===== config.mk =====
export PLATFORM = sky130hd
export DESIGN_NAME = sm_top
export DESIGN_NICKNAME = d
export VERILOG_FILES = /design/src/rtl/sm_pkg.sv /design/src/rtl/sm_zero_timer.sv /design/src/rtl/sm_seq_checker.sv /design/src/rtl/sm_top.sv
export SDC_FILE = /design/constraint.sdc
export NUM_CORES = 1
export LEC_CHECK = 0
export BUFFER_PORTS_ARGS = -buffer_cell sky130_fd_sc_hd__buf_2
export CAP_MARGIN = 20
export CORE_MARGIN = 2
export CORE_UTILIZATION = 40
export DETAILED_ROUTE_END_ITERATION = 10
export GPL_TIMING_DRIVEN = 0
export PLACE_DENSITY = 0.75
export SETUP_SLACK_MARGIN = 0.05
export SLEW_MARGIN = 20
export SYNTH_ARGS = -nofsm -noshare
export SYNTH_HDL_FRONTEND = slang
export SYNTH_SLANG_ARGS = --single-unit

===== constraint.sdc =====
create_clock -name clk_i -period 5.4 [get_ports clk_i]
set_clock_uncertainty 0.05 [all_clocks]
set_input_delay 0.81 -clock clk_i [delete_from_list [all_inputs] [get_ports clk_i]]
set_output_delay 0.81 -clock clk_i [all_outputs]
set_load 0.05 [all_outputs]

===== src/rtl/sm_pkg.sv =====
package sm_pkg;

    localparam int unsigned ADDR_W  = 3;
    localparam int unsigned STATE_W = 5;

    localparam logic [ADDR_W-1:0] REG_STATUS    = 3'd0;
    localparam logic [ADDR_W-1:0] REG_CMD       = 3'd1;
    localparam logic [ADDR_W-1:0] REG_SEQ_START = 3'd2;
    localparam logic [ADDR_W-1:0] REG_SEQ_END   = 3'd3;
    localparam logic [ADDR_W-1:0] REG_SEQ_CHECK = 3'd4;

    localparam int unsigned CMD_ALARM_BIT = 0;

    typedef enum logic [STATE_W-1:0] {
        SM_START  = 5'h00,
        SM_ZERO   = 5'h05,
        SM_HEALTH = 5'h06,
        SM_FAIL   = 5'h09,
        SM_SECURE = 5'h0A,
        SM_OPEN   = 5'h0C
    } sm_state_e;

    typedef enum logic [1:0] {
        PH_IDLE  = 2'd0,
        PH_START = 2'd1,
        PH_END   = 2'd2
    } seq_phase_e;

endpackage


===== src/rtl/sm_zero_timer.sv =====
module sm_zero_timer #(
    parameter int unsigned ZERO_CYCLES = 16,
    localparam int unsigned CNT_W = (ZERO_CYCLES > 1) ? $clog2(ZERO_CYCLES) : 1
) (
    input  logic clk_i,
    input  logic rst_ni,
    input  logic run_i,
    output logic done_o
);

    typedef struct packed {
        logic [CNT_W-1:0] cnt;
    } tmr_regs_t;

    localparam logic [CNT_W-1:0] LAST = CNT_W'(ZERO_CYCLES - 1);

    tmr_regs_t d, q;

    always_comb begin
        d = q;
        if (!run_i) begin
            d.cnt = '0;
        end else if (q.cnt != LAST) begin
            d.cnt = q.cnt + 1'b1;
        end
    end

    assign done_o = run_i && (q.cnt == LAST);

    always_ff @(posedge clk_i or negedge rst_ni) begin
        if (!rst_ni) begin
            q <= '0;
        end else begin
            q <= d;
        end
    end

endmodule


===== src/rtl/sm_seq_checker.sv =====
module sm_seq_checker
    import sm_pkg::*;
#(
    parameter int unsigned DATA_W    = 32,
    parameter logic [DATA_W-1:0] START_PAT = 'hAAAA,
    parameter logic [DATA_W-1:0] END_PAT   = 'h5555
) (
    input  logic              clk_i,
    input  logic              rst_ni,
    input  logic              active_i,
    input  logic              wr_start_i,
    input  logic              wr_end_i,
    input  logic              wr_check_i,
    input  logic [DATA_W-1:0] wdata_i,
    output logic              pass_o,
    output logic              fail_o
);

    typedef struct packed {
        seq_phase_e        phase;
        logic [DATA_W-1:0] end_val;
    } seq_regs_t;

    seq_regs_t d, q;

    always_comb begin
        d      = q;
        pass_o = 1'b0;
        fail_o = 1'b0;
        if (!active_i) begin
            d.phase = PH_IDLE;
        end else if (wr_start_i) begin
            if (q.phase == PH_IDLE && wdata_i == START_PAT) begin
                d.phase = PH_START;
            end else begin
                fail_o  = 1'b1;
                d.phase = PH_IDLE;
            end
        end else if (wr_end_i) begin
            if (q.phase == PH_START && wdata_i == END_PAT) begin
                d.phase   = PH_END;
                d.end_val = wdata_i;
            end else begin
                fail_o  = 1'b1;
                d.phase = PH_IDLE;
            end
        end else if (wr_check_i) begin
            if (q.phase == PH_END && wdata_i == q.end_val) begin
                pass_o = 1'b1;
            end else begin
                fail_o = 1'b1;
            end
            d.phase = PH_IDLE;
        end
    end

    always_ff @(posedge clk_i or negedge rst_ni) begin
        if (!rst_ni) begin
            q.phase   <= PH_IDLE;
            q.end_val <= '0;
        end else begin
            q <= d;
        end
    end

endmodule


===== src/rtl/sm_top.sv =====
module sm_top
    import sm_pkg::*;
#(
    parameter int unsigned DATA_W      = 32,
    parameter int unsigned ZERO_CYCLES = 16,
    parameter logic [DATA_W-1:0] START_PAT = 'hAAAA,
    parameter logic [DATA_W-1:0] END_PAT   = 'h5555
) (
    input  logic              clk_i,
    input  logic              rst_ni,
    input  logic              bus_wr_i,
    input  logic [2:0]        bus_addr_i,
    input  logic [DATA_W-1:0] bus_wdata_i,
    output logic [DATA_W-1:0] bus_rdata_o,
    input  logic              secure_strap_i,
    output logic              cipher_en_o,
    output logic              key_secret_o
);

    localparam int unsigned PAD_W = DATA_W - STATE_W;

    typedef struct packed {
        sm_state_e state;
    } top_regs_t;

    top_regs_t d, q;

    logic      wr_cmd, wr_start, wr_end, wr_check, alarm;
    logic      zero_done, seq_pass, seq_fail;
    sm_state_e cur_state;

    assign wr_cmd   = bus_wr_i && (bus_addr_i == REG_CMD);
    assign wr_start = bus_wr_i && (bus_addr_i == REG_SEQ_START);
    assign wr_end   = bus_wr_i && (bus_addr_i == REG_SEQ_END);
    assign wr_check = bus_wr_i && (bus_addr_i == REG_SEQ_CHECK);
    assign alarm    = wr_cmd && bus_wdata_i[CMD_ALARM_BIT];

    sm_zero_timer #(
        .ZERO_CYCLES(ZERO_CYCLES)
    ) u_timer (
        .clk_i (clk_i),
        .rst_ni(rst_ni),
        .run_i (q.state == SM_ZERO),
        .done_o(zero_done)
    );

    sm_seq_checker #(
        .DATA_W   (DATA_W),
        .START_PAT(START_PAT),
        .END_PAT  (END_PAT)
    ) u_seq (
        .clk_i     (clk_i),
        .rst_ni    (rst_ni),
        .active_i  (q.state == SM_HEALTH),
        .wr_start_i(wr_start),
        .wr_end_i  (wr_end),
        .wr_check_i(wr_check),
        .wdata_i   (bus_wdata_i),
        .pass_o    (seq_pass),
        .fail_o    (seq_fail)
    );

    always_comb begin
        d = q;
        unique case (q.state)
            SM_START:  d.state = SM_ZERO;
            SM_ZERO:   if (zero_done) d.state = SM_HEALTH;
            SM_HEALTH: begin
                if (seq_fail) begin
                    d.state = SM_FAIL;
                end else if (seq_pass) begin
                    d.state = secure_strap_i ? SM_SECURE : SM_OPEN;
                end
            end
            SM_SECURE, SM_OPEN, SM_FAIL: d.state = q.state;
            default:   d.state = SM_FAIL;
        endcase
        if (alarm) begin
            d.state = SM_FAIL;
        end
    end

    always_ff @(posedge clk_i or negedge rst_ni) begin
        if (!rst_ni) begin
            q.state <= SM_START;
        end else begin
            q <= d;
        end
    end

    assign cur_state    = q.state;
    assign cipher_en_o  = (q.state == SM_SECURE) || (q.state == SM_OPEN);
    assign key_secret_o = (q.state == SM_SECURE);
    assign bus_rdata_o  = (bus_addr_i == REG_STATUS) ? {{PAD_W{1'b0}}, q.state} : '0;

endmodule


==> results_tabular.tex <==
\begin{tabular}{lr}
\hline
Metric & Value \\
\hline
\multicolumn{2}{l}{\textbf{Worst setup path}} \\
Worst endpoint required time & 4.54 ns \\
Arr. time, crit path & 1.74 ns \\
Startpoint Class & input port \\
Crit-path max cell delay & 0.37 ns \\
Cell class contributing the biggest share of worst-path delay & simple AND/OR/NAND/NOR gates \\
Critical Path Sink Type & output pin \\
FF-to-FF End & cur\_state[0] \\
Most prevalent standard cell on the critical path & buf\_2 \\
Crit path buf inv count & 2 \\
Origin of the critical flop-to-flop path & u\_timer.q[0] \\
Critical-path cell list & buf\_2, nor3\_1, and2\_1, buf\_2 \\
Depth of the worst register-to-register path & 8 \\
Reg2Reg Setup Slack & 3.40 ns \\
Largest fanout of any net on the critical path & 4 \\
Slowest-stage cell, CP & nor3\_1 \\
Worst setup path category & input port to output pin \\
\multicolumn{2}{l}{\textbf{Detailed routing}} \\
Number of vias per cell after detailed routing & 4.68 \\
Wirelength per Cell & 12.9 um \\
Number of search-and-repair iterations in the first detailed-routing pass & 4 \\
Number of vias in the routed layout & 1,839 \\
DRT antenna net count & 0 \\
Residual DRC count & 0 \\
DRT Wirelength & 5.09 mm \\
Drt initial violations & 49 \\
\multicolumn{2}{l}{\textbf{Power}} \\
Areal power density over the cells & 244 mW/mm2 \\
Leakage power & 1.46 nW \\
Worst vdd rail ir drop & 185 uV \\
\multicolumn{2}{l}{\textbf{Synthesis}} \\
Number of warnings printed during yosys synthesis & 0 \\
Library cell occupying the most area in the post-synthesis netlist & dfrtp\_1 \\
Fraction of the yosys area taken by sequential cells & 0.432 \\
Fraction of synthesized cell area taken by the top area cell type & 0.432 \\
Synthesized area & 0.00243 mm2 \\
Number of unique standard cell types used by synthesis & 46 \\
Synthesized flop and latch total & 42 \\
Largest cells by area after synthesis & dfrtp\_1 (43\%), xnor2\_1 (12\%), buf\_4 (8.9\%) \\
Post-Synthesis Mean Instance Area & 10.2 um2 \\
Cell count after synthesis & 239 \\
\multicolumn{2}{l}{\textbf{Timing}} \\
Post-Route Setup TNS & 0 ns \\
Fmax achieved & 384 MHz \\
Hold violation count in the final report & 0 \\
Final setup viols & 0 \\
Minimum clock period after layout & 2.60 ns \\
Worst hold margin & 0.439 ns \\
Max transition margin & 0.380 \\
Share of the clock period used by the worst path after layout & 0.482 \\
Final max-slew violation count & 0 \\
Tightest Pin Transition & 0.931 ns \\
Unrepaired setup endpoints after global routing & no \\
\multicolumn{2}{l}{\textbf{CTS}} \\
Library cell used as clock root buffer & clkbuf\_8 \\
Skew-Pair Late Insertion Delay & 0.30 ns \\
Post-CTS resize count & 0 \\
\# clock sinks & 42 \\
Clock-pin slew reported for the worst setup and hold paths after clock tree synthesis & 0.08 ns \\
Hold Buf Count CTS & 0 \\
Number of post-CTS setup repair buffers & 0 \\
Number of CTS-inserted buffers & 5 \\
Max H-tree Level & 2 \\
Clock tree from TritonCTS & built \\
Worst-case clock buffer depth & 2 \\
\multicolumn{2}{l}{\textbf{Hold path}} \\
Endpoint of the worst hold-timing path & u\_seq.q[6] \\
Classification of the worst-slack hold path & register to register \\
Hold path cells & 1 \\
Start point of the worst hold path & u\_seq.q[6] \\
\multicolumn{2}{l}{\textbf{Outcome}} \\
Result of the run & complete, no violations \\
\multicolumn{2}{l}{\textbf{Global route}} \\
GRT Residual Overflow & 0 \\
Initial antenna violation count & 0 \\
Vias in the first global route & 1,744 \\
Overall global routing resource usage & 0.165 \\
Maximum number of pins on one net before global-route repair & 43 \\
Global-route wire length before repair & 8.25 mm \\
\multicolumn{2}{l}{\textbf{Floorplanning}} \\
Vert. Die Dim & 82 um \\
FP Rows & 28 \\
Starting Density & 0.413 \\
X dimension of the die & 82 um \\
Total Die Area & 0.00672 mm2 \\
Total I/O pin count & 73 \\
Placeable Area & 0.00589 mm2 \\
\multicolumn{2}{l}{\textbf{Placement}} \\
Sum of net half-perimeters after detailed placement & 4.07 mm \\
Number of port buffers & 44 \\
Last weighted congestion value of the routability-driven placer & 0.863 \\
\multicolumn{2}{l}{\textbf{Layout}} \\
Area delta synth->final & 20.6\% \\
Number of antenna repair diodes & 0 \\
Final layout net count & 357 \\
Share of the core filled with cells & 0.499 \\
\# fillers & 574 \\
Share of cells above drive strength 1 & 0.277 \\
\multicolumn{2}{l}{\textbf{Run}} \\
Max-capacitance violation count & 0 \\
\hline
\end{tabular}
layout by cell type (no fill, tap or decap), types with 2 or more instances in the layout:
cell type | Yosys | final
xnor2_1 | 34 | 34
nor3b_1 | 3 | 3
a311oi_1 | 2 | 2
buf_2 | 1 | 45
inv_1 | 2 | 2
nor4_1 | 5 | 5
buf_4 | 29 | 29
nand2_1 | 8 | 8
clkbuf_1 | 4 | 5
o21ai_0 | 2 | 2
nand3_1 | 7 | 7
nor4bb_1 | 3 | 3
dfrtp_1 | 42 | 42
nand4_1 | 7 | 7
nand2b_1 | 9 | 9
a21oi_1 | 6 | 6
conb_1 | 1 | 28
clkbuf_8 | 0 | 5
nor4b_1 | 4 | 4
and2_1 | 28 | 28
nor3_1 | 6 | 6
nor2_1 | 10 | 10
nand3b_1 | 2 | 2
report_power, final:
group,internal [mW],switching (mW)
Combinational,0.0687,0.119
Sequential,0.321,0.00509
Clock,0.0913,0.110
layer usage:
layer  vias up  part of all wire  track usage
li1        923                 -            -
met1       844              0.43        0.212
met2        63              0.48        0.269
met3         9             0.065       0.0385
met4         0             0.021       0.0617
met5         -                 0            0
registers in the layout (all words and copies together) (netlist names):
| register | cells |
|---|---|
| cur_state | 4 |
| u_seq.q | 34 |
| u_timer.q | 4 |
area by class of cell:
cell class                      count  area [um2]  share of cell area
Buffer                             34         238              0.0810
Multi-Input combinational cell    188        1240               0.422
Clock buffer                        6        72.6              0.0247
Timing Repair Buffer               44         220              0.0750
Tap cell                           75        93.8              0.0320
Inverter                            2        7.51             0.00256
Clock inverter                      2        13.8             0.00469
Sequential cell                    42        1050               0.358
synthesized netlist by cell type, drive strengths merged:
master   instances
dfrtp           42
xnor2           34
buf             30
and2            28
nor2            10
nand2b           9
nand2            8
nand3            7
nand4            7
nor3             7
a21oi            6
nor4             6
clkbuf           4
nor4b            4
nand3b           3
nor3b            3
nor4bb           3
o21ai            3
a311oi           2
inv              2
or4b             2
a21o             1
a22o             1
a31oi            1
a32o             1
and2b            1
and3             1
and4             1
conb             1
ha               1
mux2i            1
nand4b           1
nand4bb          1
nor2b            1
o211a            1
o21a             1
o31a             1
o31ai            1
or4bb            1
xor2             1
cell families after synthesis:
logic type	count (synthesis)	synth area share
AO/OA/AOI/OAI	19	0.0550
XOR/XNOR	35	0.126
adder cells (fa/ha/maj)	1	0.00514
buffers and inverters	36	0.101
flip-flops	42	0.432
multiplexers	1	0.00411
other	1	0.00154
AND/OR/NAND/NOR	104	0.276
metrics by stage:
stage          cell area, um2  cells  power [mW]  setup WS [ns]
6_report                 2940    393       0.716           2.80
5_1_grt                  2940    393       0.753           2.73
4_1_cts                  2940    393       0.720           2.81
3_5_place_dp             2850    385       0.519           2.81
3_3_place_gp             2850    385       0.516           2.83
2_1_floorplan            2530    266       0.473           2.67
worst max path at each step:
stage	start	end	slack, ns	depth (start not counted)
finish	bus_addr_i[0]	bus_rdata_o[2]	2.80	4
CTS	bus_addr_i[0]	bus_rdata_o[2]	2.81	4
floorplan	cur_state[2]	key_secret_o	2.67	3
detailed placement	bus_wdata_i[18]	u_seq.q[5]	2.81	7
global placement	bus_addr_i[0]	bus_rdata_o[0]	2.83	4
global route	bus_addr_i[0]	bus_rdata_o[1]	2.73	4
(Power assumes the default switching activity.)
